--- src/rtl/spi_slv_pkg.sv ---
package spi_slv_pkg;

  // Strobes and state passed from the control module to the datapath
  typedef struct packed {
    logic csActive;   // chip select low (synchronised)
    logic loaded;     // outgoing frame loaded in this transfer
    logic sdiBit;     // synchronised data bit
    logic sampleBit;  // take sdiBit into the input shifter
    logic loadOut;    // copy the selected frame into the output shifter
    logic shiftOut;   // advance the output shifter
    logic commit;     // move the received word into the control register
  } spiStrobe_t;

endpackage

--- src/rtl/spi_slv_sync.sv ---
module spi_slv_sync #(
  parameter int  STAGES    = 2,
  parameter logic RESET_VAL = 1'b0
) (
  input  logic clk,
  input  logic rstN,
  input  logic d,
  output logic q
);

  logic [STAGES-1:0] pipe;

  always_ff @(posedge clk or negedge rstN) begin
    if (!rstN) pipe <= {STAGES{RESET_VAL}};
    else       pipe <= {pipe[STAGES-2:0], d};
  end

  assign q = pipe[STAGES-1];

endmodule

--- src/rtl/spi_slv_ctrl.sv ---
module spi_slv_ctrl
  import spi_slv_pkg::*;
#(
  parameter int WORD        = 16,
  parameter int SYNC_STAGES = 2
) (
  input  logic       clk,
  input  logic       rstN,
  input  logic       csN,
  input  logic       sclk,
  input  logic       sdi,
  output spiStrobe_t stb
);

  localparam int CNT_W = $clog2(WORD + 1);
  localparam logic [CNT_W-1:0] FULL = CNT_W'(WORD);

  logic csQ, clkQ, sdiQ;
  logic csPrev, clkPrev;
  logic csRise, csFall, clkRise, clkFall, inFrame;
  logic [CNT_W-1:0] bitCnt, cntNext;
  logic loaded;
  logic sampleBit, loadOut, shiftOut, commit;

  spi_slv_sync #(.STAGES(SYNC_STAGES), .RESET_VAL(1'b1)) u_syncCs (
    .clk(clk), .rstN(rstN), .d(csN), .q(csQ));
  spi_slv_sync #(.STAGES(SYNC_STAGES), .RESET_VAL(1'b0)) u_syncClk (
    .clk(clk), .rstN(rstN), .d(sclk), .q(clkQ));
  spi_slv_sync #(.STAGES(SYNC_STAGES), .RESET_VAL(1'b0)) u_syncDi (
    .clk(clk), .rstN(rstN), .d(sdi), .q(sdiQ));

  always_ff @(posedge clk or negedge rstN) begin
    if (!rstN) begin
      csPrev  <= 1'b1;
      clkPrev <= 1'b0;
    end else begin
      csPrev  <= csQ;
      clkPrev <= clkQ;
    end
  end

  assign csRise  = csQ & ~csPrev;
  assign csFall  = ~csQ & csPrev;
  assign clkRise = clkQ & ~clkPrev;
  assign clkFall = ~clkQ & clkPrev;
  // the cycle in which chip select rises still belongs to the frame
  assign inFrame = ~csQ | ~csPrev;

  assign sampleBit = clkRise & inFrame & (bitCnt < FULL);
  assign cntNext   = bitCnt + {{(CNT_W-1){1'b0}}, sampleBit};
  assign commit    = csRise & (cntNext == FULL);
  assign loadOut   = clkRise & ~csQ & ~loaded;
  assign shiftOut  = clkFall & ~csQ & loaded;

  always_ff @(posedge clk or negedge rstN) begin
    if (!rstN) begin
      bitCnt <= '0;
      loaded <= 1'b0;
    end else if (csRise || csFall) begin
      bitCnt <= '0;
      loaded <= 1'b0;
    end else begin
      bitCnt <= cntNext;
      if (loadOut) loaded <= 1'b1;
    end
  end

  always_comb begin
    stb.csActive  = ~csQ;
    stb.loaded    = loaded;
    stb.sdiBit    = sdiQ;
    stb.sampleBit = sampleBit;
    stb.loadOut   = loadOut;
    stb.shiftOut  = shiftOut;
    stb.commit    = commit;
  end

endmodule

--- src/rtl/spi_slv_dpath.sv ---
module spi_slv_dpath
  import spi_slv_pkg::*;
#(
  parameter int WORD = 16
) (
  input  logic             clk,
  input  logic             rstN,
  input  spiStrobe_t       stb,
  input  logic [WORD-3:0]  stat0Flags,
  input  logic [WORD-4:0]  stat1Flags,
  output logic             sdo,
  output logic             sdoOe,
  output logic [WORD-1:0]  ctrlWord,
  output logic             clearStat
);

  logic fault, faultQ;
  logic [WORD-1:0] frame0, frame1, frameSel;
  logic [WORD-1:0] inShift, inNext, outShift;

  assign fault  = (|stat0Flags) | (|stat1Flags);
  // top bit fixed high; frame 1 also has a fixed low bit below it
  assign frame0 = {1'b1, stat0Flags, fault};
  assign frame1 = {1'b1, 1'b0, stat1Flags, fault};
  assign frameSel = ctrlWord[0] ? frame1 : frame0;

  assign inNext = stb.sampleBit ? {stb.sdiBit, inShift[WORD-1:1]} : inShift;

  always_ff @(posedge clk or negedge rstN) begin
    if (!rstN) begin
      inShift   <= '0;
      outShift  <= '0;
      ctrlWord  <= '0;
      clearStat <= 1'b0;
      faultQ    <= 1'b0;
    end else begin
      inShift   <= inNext;
      faultQ    <= fault;
      clearStat <= stb.commit & inNext[WORD-1];
      if (stb.commit) ctrlWord <= inNext;
      if (stb.loadOut)       outShift <= frameSel;
      else if (stb.shiftOut) outShift <= {1'b0, outShift[WORD-1:1]};
    end
  end

  assign sdo   = stb.loaded ? outShift[0] : faultQ;
  assign sdoOe = stb.csActive;

endmodule

--- src/rtl/spi_ctrl_slave.sv ---
module spi_ctrl_slave
  import spi_slv_pkg::*;
#(
  parameter int WORD        = 16,
  parameter int SYNC_STAGES = 2
) (
  input  logic            clk,
  input  logic            rstN,
  input  logic            csN,
  input  logic            sclk,
  input  logic            sdi,
  input  logic [WORD-3:0] stat0Flags,
  input  logic [WORD-4:0] stat1Flags,
  output logic            sdo,
  output logic            sdoOe,
  output logic [WORD-1:0] ctrlWord,
  output logic            clearStat
);

  spiStrobe_t stb;

  spi_slv_ctrl #(.WORD(WORD), .SYNC_STAGES(SYNC_STAGES)) u_ctrl (
    .clk(clk), .rstN(rstN), .csN(csN), .sclk(sclk), .sdi(sdi), .stb(stb));

  spi_slv_dpath #(.WORD(WORD)) u_dpath (
    .clk(clk), .rstN(rstN), .stb(stb),
    .stat0Flags(stat0Flags), .stat1Flags(stat1Flags),
    .sdo(sdo), .sdoOe(sdoOe), .ctrlWord(ctrlWord), .clearStat(clearStat));

endmodule

--- config.mk ---
export PLATFORM = sky130hd
export DESIGN_NAME = spi_ctrl_slave
export DESIGN_NICKNAME = d
export VERILOG_FILES = /design/src/rtl/spi_slv_pkg.sv /design/src/rtl/spi_slv_sync.sv /design/src/rtl/spi_slv_ctrl.sv /design/src/rtl/spi_slv_dpath.sv /design/src/rtl/spi_ctrl_slave.sv
export SDC_FILE = /design/constraint.sdc
export NUM_CORES = 1
export LEC_CHECK = 0
export ABC_AREA = 1
export BUFFER_PORTS_ARGS = -buffer_cell sky130_fd_sc_hd__clkbuf_2
export CORE_MARGIN = 10
export CORE_UTILIZATION = 50
export CTS_CLUSTER_DIAMETER = 200
export CTS_CLUSTER_SIZE = 8
export DETAILED_ROUTE_END_ITERATION = 8
export MAX_ROUTING_LAYER = met4
export PLACE_DENSITY_LB_ADDON = 0.3
export SLEW_MARGIN = 20
export SYNTH_ARGS = -nofsm -noshare
export SYNTH_HDL_FRONTEND = slang
export SYNTH_SLANG_ARGS = --single-unit
--- constraint.sdc ---
create_clock -name clk -period 3.55 [get_ports clk]
set_clock_uncertainty 0.2 [all_clocks]
set_input_delay 0.5325 -clock clk [delete_from_list [all_inputs] [get_ports clk]]
set_output_delay 0.5325 -clock clk [all_outputs]
set_load 0.01 [all_outputs]
After elaboration in Yosys (flattened, before gate mapping)
Cells that the tools add are included.
{ "word_totals": {"register_bits": 64, "in_bits": 32, "output_inout_bits": 19} }
{ "op_classes": {"muxes": 8, "addsub": 1, "n_bitwise": 19, "reduce_logical": 5, "order_cmp": 1, "eq_ne": 1} }
{ "ops": {"columns": ["op", "n"], "rows": [
  ["16-bit two-way mux", 3],
  ["15-bit two-way mux", 1],
  ["14-bit OR reduction", 1],
  ["13-bit OR reduction", 1],
  ["1-bit bitwise AND", 12],
  ["5-bit by 1-bit adder with 5-bit output", 1],
  ["5-bit == test (second input constant)", 1],
  ["5-bit < comparator (second input constant)", 1],
  ["5-bit two-way mux", 1],
  ["1-bit inverter", 5],
  ["2-bit nonzero test", 2],
  ["1-bit two-way mux", 3],
  ["1-bit bitwise OR", 2],
  ["1-bit logical OR", 1]
]} }

Longest topological paths before layout
{ "logic_depth": {"word_depth": 8, "ltp_mapped": 16, "mapped_depth_nobuf": 14} }

By module
Synthesis repeated with hierarchy kept, for this count alone.
{ "hier_totals": {"hier_cells": 323, "hier_area_um2": 3075.4} }
{ "modules_own_cells": {"columns": ["module", "cells_each", "seq_area_each_um2", "area_each_um2", "n_inst"], "rows": [
  ["spi_slv_dpath", 261, 1251.2, 2461.1, 1],
  ["spi_slv_ctrl", 56, 201.4, 461.7, 1],
  ["spi_slv_sync at u_ctrl.u_syncClk ...", 2, 50.0, 50.0, 2],
  ["spi_slv_sync at u_ctrl.u_syncCs", 2, 52.6, 52.6, 1]
]} }

Least setup slack after synthesis
No wires, ideal clock.
{ "synth_timing": {"path_type": "register to register", "start": "reg u_ctrl.u_syncCs.pipe[1]", "end": "reg u_dpath.ctrlWord[0]", "path_slack_ps": 1017, "t_required_ps": 3233, "path_buffers": 2, "setup_ps": 117, "stages_incl_launch_ff": 15, "arrival_time_ps": 2216, "synth_period_minus_slack_ps": 2533, "path_cell_list": "dfstp_2 ha_1 nor2_1 nand2_2 inv_2 buf_6 ha_1 ha_1 nor2_1 nand2_1 nor2_2 nand3_4 buf_6 nand2_1 nand2_1"} }
{ "synth_via": {"elab_chain_len": 7, "elab_cells_between_ends": 9, "cone_classes": "1 x add/sub; 1 x eq/ne; 1 x mux; 6 x bitwise"} }
{ "synth_rtl": {"columns": ["item", "line", "text"], "rows": [
  ["start, declared", "spi_slv_sync.sv:11", "logic [STAGES-1:0] pipe;"],
  ["start signal, assigned", "spi_slv_sync.sv:14", "if (!rstN) pipe <= {STAGES{RESET_VAL}};"],
  ["start signal, assigned", "spi_slv_sync.sv:15", "else pipe <= {pipe[STAGES-2:0], d};"],
  ["1-bit inverter", "spi_slv_ctrl.sv:47", "assign inFrame = ~csQ | ~csPrev;"],
  ["1-bit bitwise OR", "spi_slv_ctrl.sv:47", null],
  ["1-bit bitwise AND (2 in series)", "spi_slv_ctrl.sv:49", "assign sampleBit = clkRise & inFrame & (bitCnt < FULL);"],
  ["5-bit by 1-bit adder with 5-bit output", "spi_slv_ctrl.sv:50", "assign cntNext = bitCnt + {{(CNT_W-1){1'b0}}, sampleBit};"],
  ["5-bit == test", "spi_slv_ctrl.sv:51", "assign commit = csRise & (cntNext == FULL);"],
  ["1-bit bitwise AND", "spi_slv_ctrl.sv:51", null],
  ["end signal, assigned", "spi_slv_dpath.sv:40", "if (stb.commit) ctrlWord <= inNext;"],
  ["end, declared", "spi_slv_dpath.sv:13", "output logic [WORD-1:0] ctrlWord,"]
]} }
Several ways; a longest one is shown, not always the timed one.
A chain may end at the register's enable or synchronous reset.

Final worst setup path
{ "layout_timing": {"start": "reg u_ctrl.u_syncCs.pipe[1]", "end": "reg u_dpath.ctrlWord[15]"} }
Same word-level chain as after synthesis.

==> flow_summary.toml <==
[status]
status = "complete, no violations"

[critical_path]
r2r-start = "u_ctrl.u_syncCs.pipe[1]"
crit_arrival_ns = 2.91
cpMaxStageDelayCell = "dfstp_2"
worstSetupEndpointType = "register"
slowest_delay_ns = 0.56
cp.required_ns = 3.55
crit_path_frequent_cell = "ha_1"
startpoint_type = "register"
path_class = "register to register"
cp_cell_sequence = "ha_1 -> nor2_1 -> nand2_2 -> inv_2 -> ha_1 -> ha_1 -> nand3_1 -> nand2_1 -> nand2_2 -> nand3_4 -> nand2_1 -> o21ai_0"
crit_fanout = 19
crit_start = "u_ctrl.u_syncCs.pipe[1]"

[timing]
max_slew.worst_pin.slew_ns = 0.765
post-route-period-util = 0.822
setup_violations = 0
rsz0062_at_grt = "false"
fin_crit_ns = 2.92
maxClockFrequency_mhz = 343
hold_violations = 0
slew_headroom = 0.490
layout_setup_ws_ns = 0.634
maxSlewViolCount = 0
finalSetupTns_ns = 0

[synthesis]
ys_seq_area_frac = 0.544
synthCells = 360
synthDominantCellAreaShare = 0.517
yosysUniqueCellTypes = 24
synth_nets = 396
yosysTopAreaCell = "dfrtp_1"
ys_warn_count = 0
syn-cell-area_um2 = 2950
synth_area_per_cell_um2 = 8.20
synth.top_cells.by_area = "dfrtp_1 (52%), nand2_1 (18%), nand3_1 (5.6%), inv_1 (4.7%), o21ai_0 (3.2%)"
yosys_register_bits = 64

[final_layout]
final_cell_mix = "nand2_1 (142), dfrtp_1 (61), clkbuf_2 (50)"
drive_above_1_share = 0.193
final_common_cell = "nand2_1"
diodes = 0
fin_area_um2 = 3440
fin_util = 0.613
nNetsFinal = 446
syn_to_final_growth_pct = 16.5

[global_route]
grt_pass1_wl_um = 10700
antenna_found_initial = 0
grt_pass1_vias = 2321
grt_max_degree = 65
overflow = 0
grt_use_total = 0.137

[route]
firstDrtPassIters = 5
drtAntennaViolNets = 0
via_per_inst = 4.82
drtIter0Drc = 87
vias = 2349
drc = 0
wl_per_cell_um = 12.5
routed_wirelength_um = 6080

[clock_network]
cts_setup_buffers = 0
tritoncts = "done"
clk_pin_slew_ns = 0.06
clock-sinks = 64
cts_root_buf = "clkbuf_8"
ctsLongestPathBuffers = 2
h-tree-depth = 3
post_cts_resized = 0
insertion_delay_ns = 0.34
cts_buffers = 9
cts_hold_buf = 0

[die]
rows = 27
start_util = 0.526
die_y_um = 96.8
coreArea_um2 = 5610
pin_count = 51
fp.dieArea_um2 = 9370
die_w_um = 96.8

[power]
vdd_drop_max_uv = 271
powerDensity_nw_per_um2 = 499
total_leakage_power_nw = 1.90
finalPower_mw = 1.71

[placement]
place.gp.congestion = 0.878
dpl_worst_slack_ns = 0.635
post_dp_cell_area_um2 = 3220
port_buffers = 50
dp_hpwl_um = 4400

[min_path]
min-delay-start = "csN"
hold_path.class = "primary input to register"

[job]
maxCapViolations = 0
[where the power goes]
part | switching (mW) | internal (mW) | leakage, nW | total [mW]
sequential | 0.0434 | 0.814 | 0.822 | 0.857
clock | 0.260 | 0.414 | 0.108 | 0.675
combinational | 0.111 | 0.0698 | 0.967 | 0.181
[logic make-up after synthesis]
logic type,after synthesis,synth area share
AO/OA/AOI/OAI,30,0.0568
adder cells (fa/ha/maj),4,0.0170
buffers and inverters,53,0.0780
flip-flops,64,0.544
multiplexers,1,0.00382
AND/OR/NAND/NOR,208,0.300
[Yosys cell counts (all sizes together)]
| master | instances |
|---|---|
| nand2 | 144 |
| dfrtp | 61 |
| inv | 39 |
| nand3 | 36 |
| nor2 | 24 |
| o21ai | 19 |
| buf | 8 |
| o211ai | 7 |
| a21oi | 4 |
| clkbuf | 4 |
| ha | 4 |
| dfstp | 3 |
| nand4 | 3 |
| clkinv | 2 |
| and2 | 1 |
| mux2 | 1 |
[per-stage QoR]
step                      cells  hold WS, ns
after detailed placement    471        0.148
after floorplan             360       0.0369
final                       487       0.0754
after CTS                   487       0.0595
after global placement      471        0.134
after global routing        487       0.0611
[worst max-delay path, delay by kind of cell, from the launching register on]
family	cells	cell delay [ns]
AND/OR/NAND/NOR	7	1.09
adder cells (fa/ha/maj)	3	0.65
flip-flops	1	0.56
buffers and inverters	1	0.19
AO/OA/AOI/OAI	1	0.07
[layout make-up]
cell class | instances | area (µm²)
sequential | 64 | 1610
multi-input combinational | 243 | 1110
inverter | 41 | 154
timing repair buffer | 51 | 258
tap | 72 | 90.1
clock buffer | 13 | 149
clock inverter | 3 | 65.1
fill | 520 | 2170
[worst paths after layout]
kind,end,slack [ns],cells past startpoint
hold reg to reg,u_ctrl.u_syncCs.pipe[1],0.16,0
setup reg to reg,u_dpath.ctrlWord[15],0.63,12
max in group asynchronous,u_dpath.outShift[11],2.49,2
min in group asynchronous,u_dpath.ctrlWord[6],0.16,2
setup / recovery,u_dpath.ctrlWord[15],0.63,12
hold / removal,u_ctrl.u_syncCs.pipe[0],0.08,1
[sequential cells by signal (all words and copies together) (netlist names)]
signal,cells
u_ctrl.bitCnt,5
u_dpath.clearStat,1
u_dpath.outShift,16
u_ctrl.u_syncClk.pipe,2
u_dpath.inShift,16
u_dpath.faultQ,1
u_ctrl.u_syncCs.pipe,2
u_dpath.ctrlWord,16
u_ctrl.csPrev,1
u_ctrl.loaded,1
u_ctrl.u_syncDi.pipe,2
u_ctrl.clkPrev,1
[metal layers]
metal / share of wire / track usage / vias to the layer above
li1: - / - / 1219
met1: 0.47 / 0.169 / 1060
met2: 0.46 / 0.209 / 62
met3: 0.056 / 0.0468 / 8
met4: 0.010 / 0.0406 / 0
met5: 0 / - / -
(Power assumes the default switching activity.)
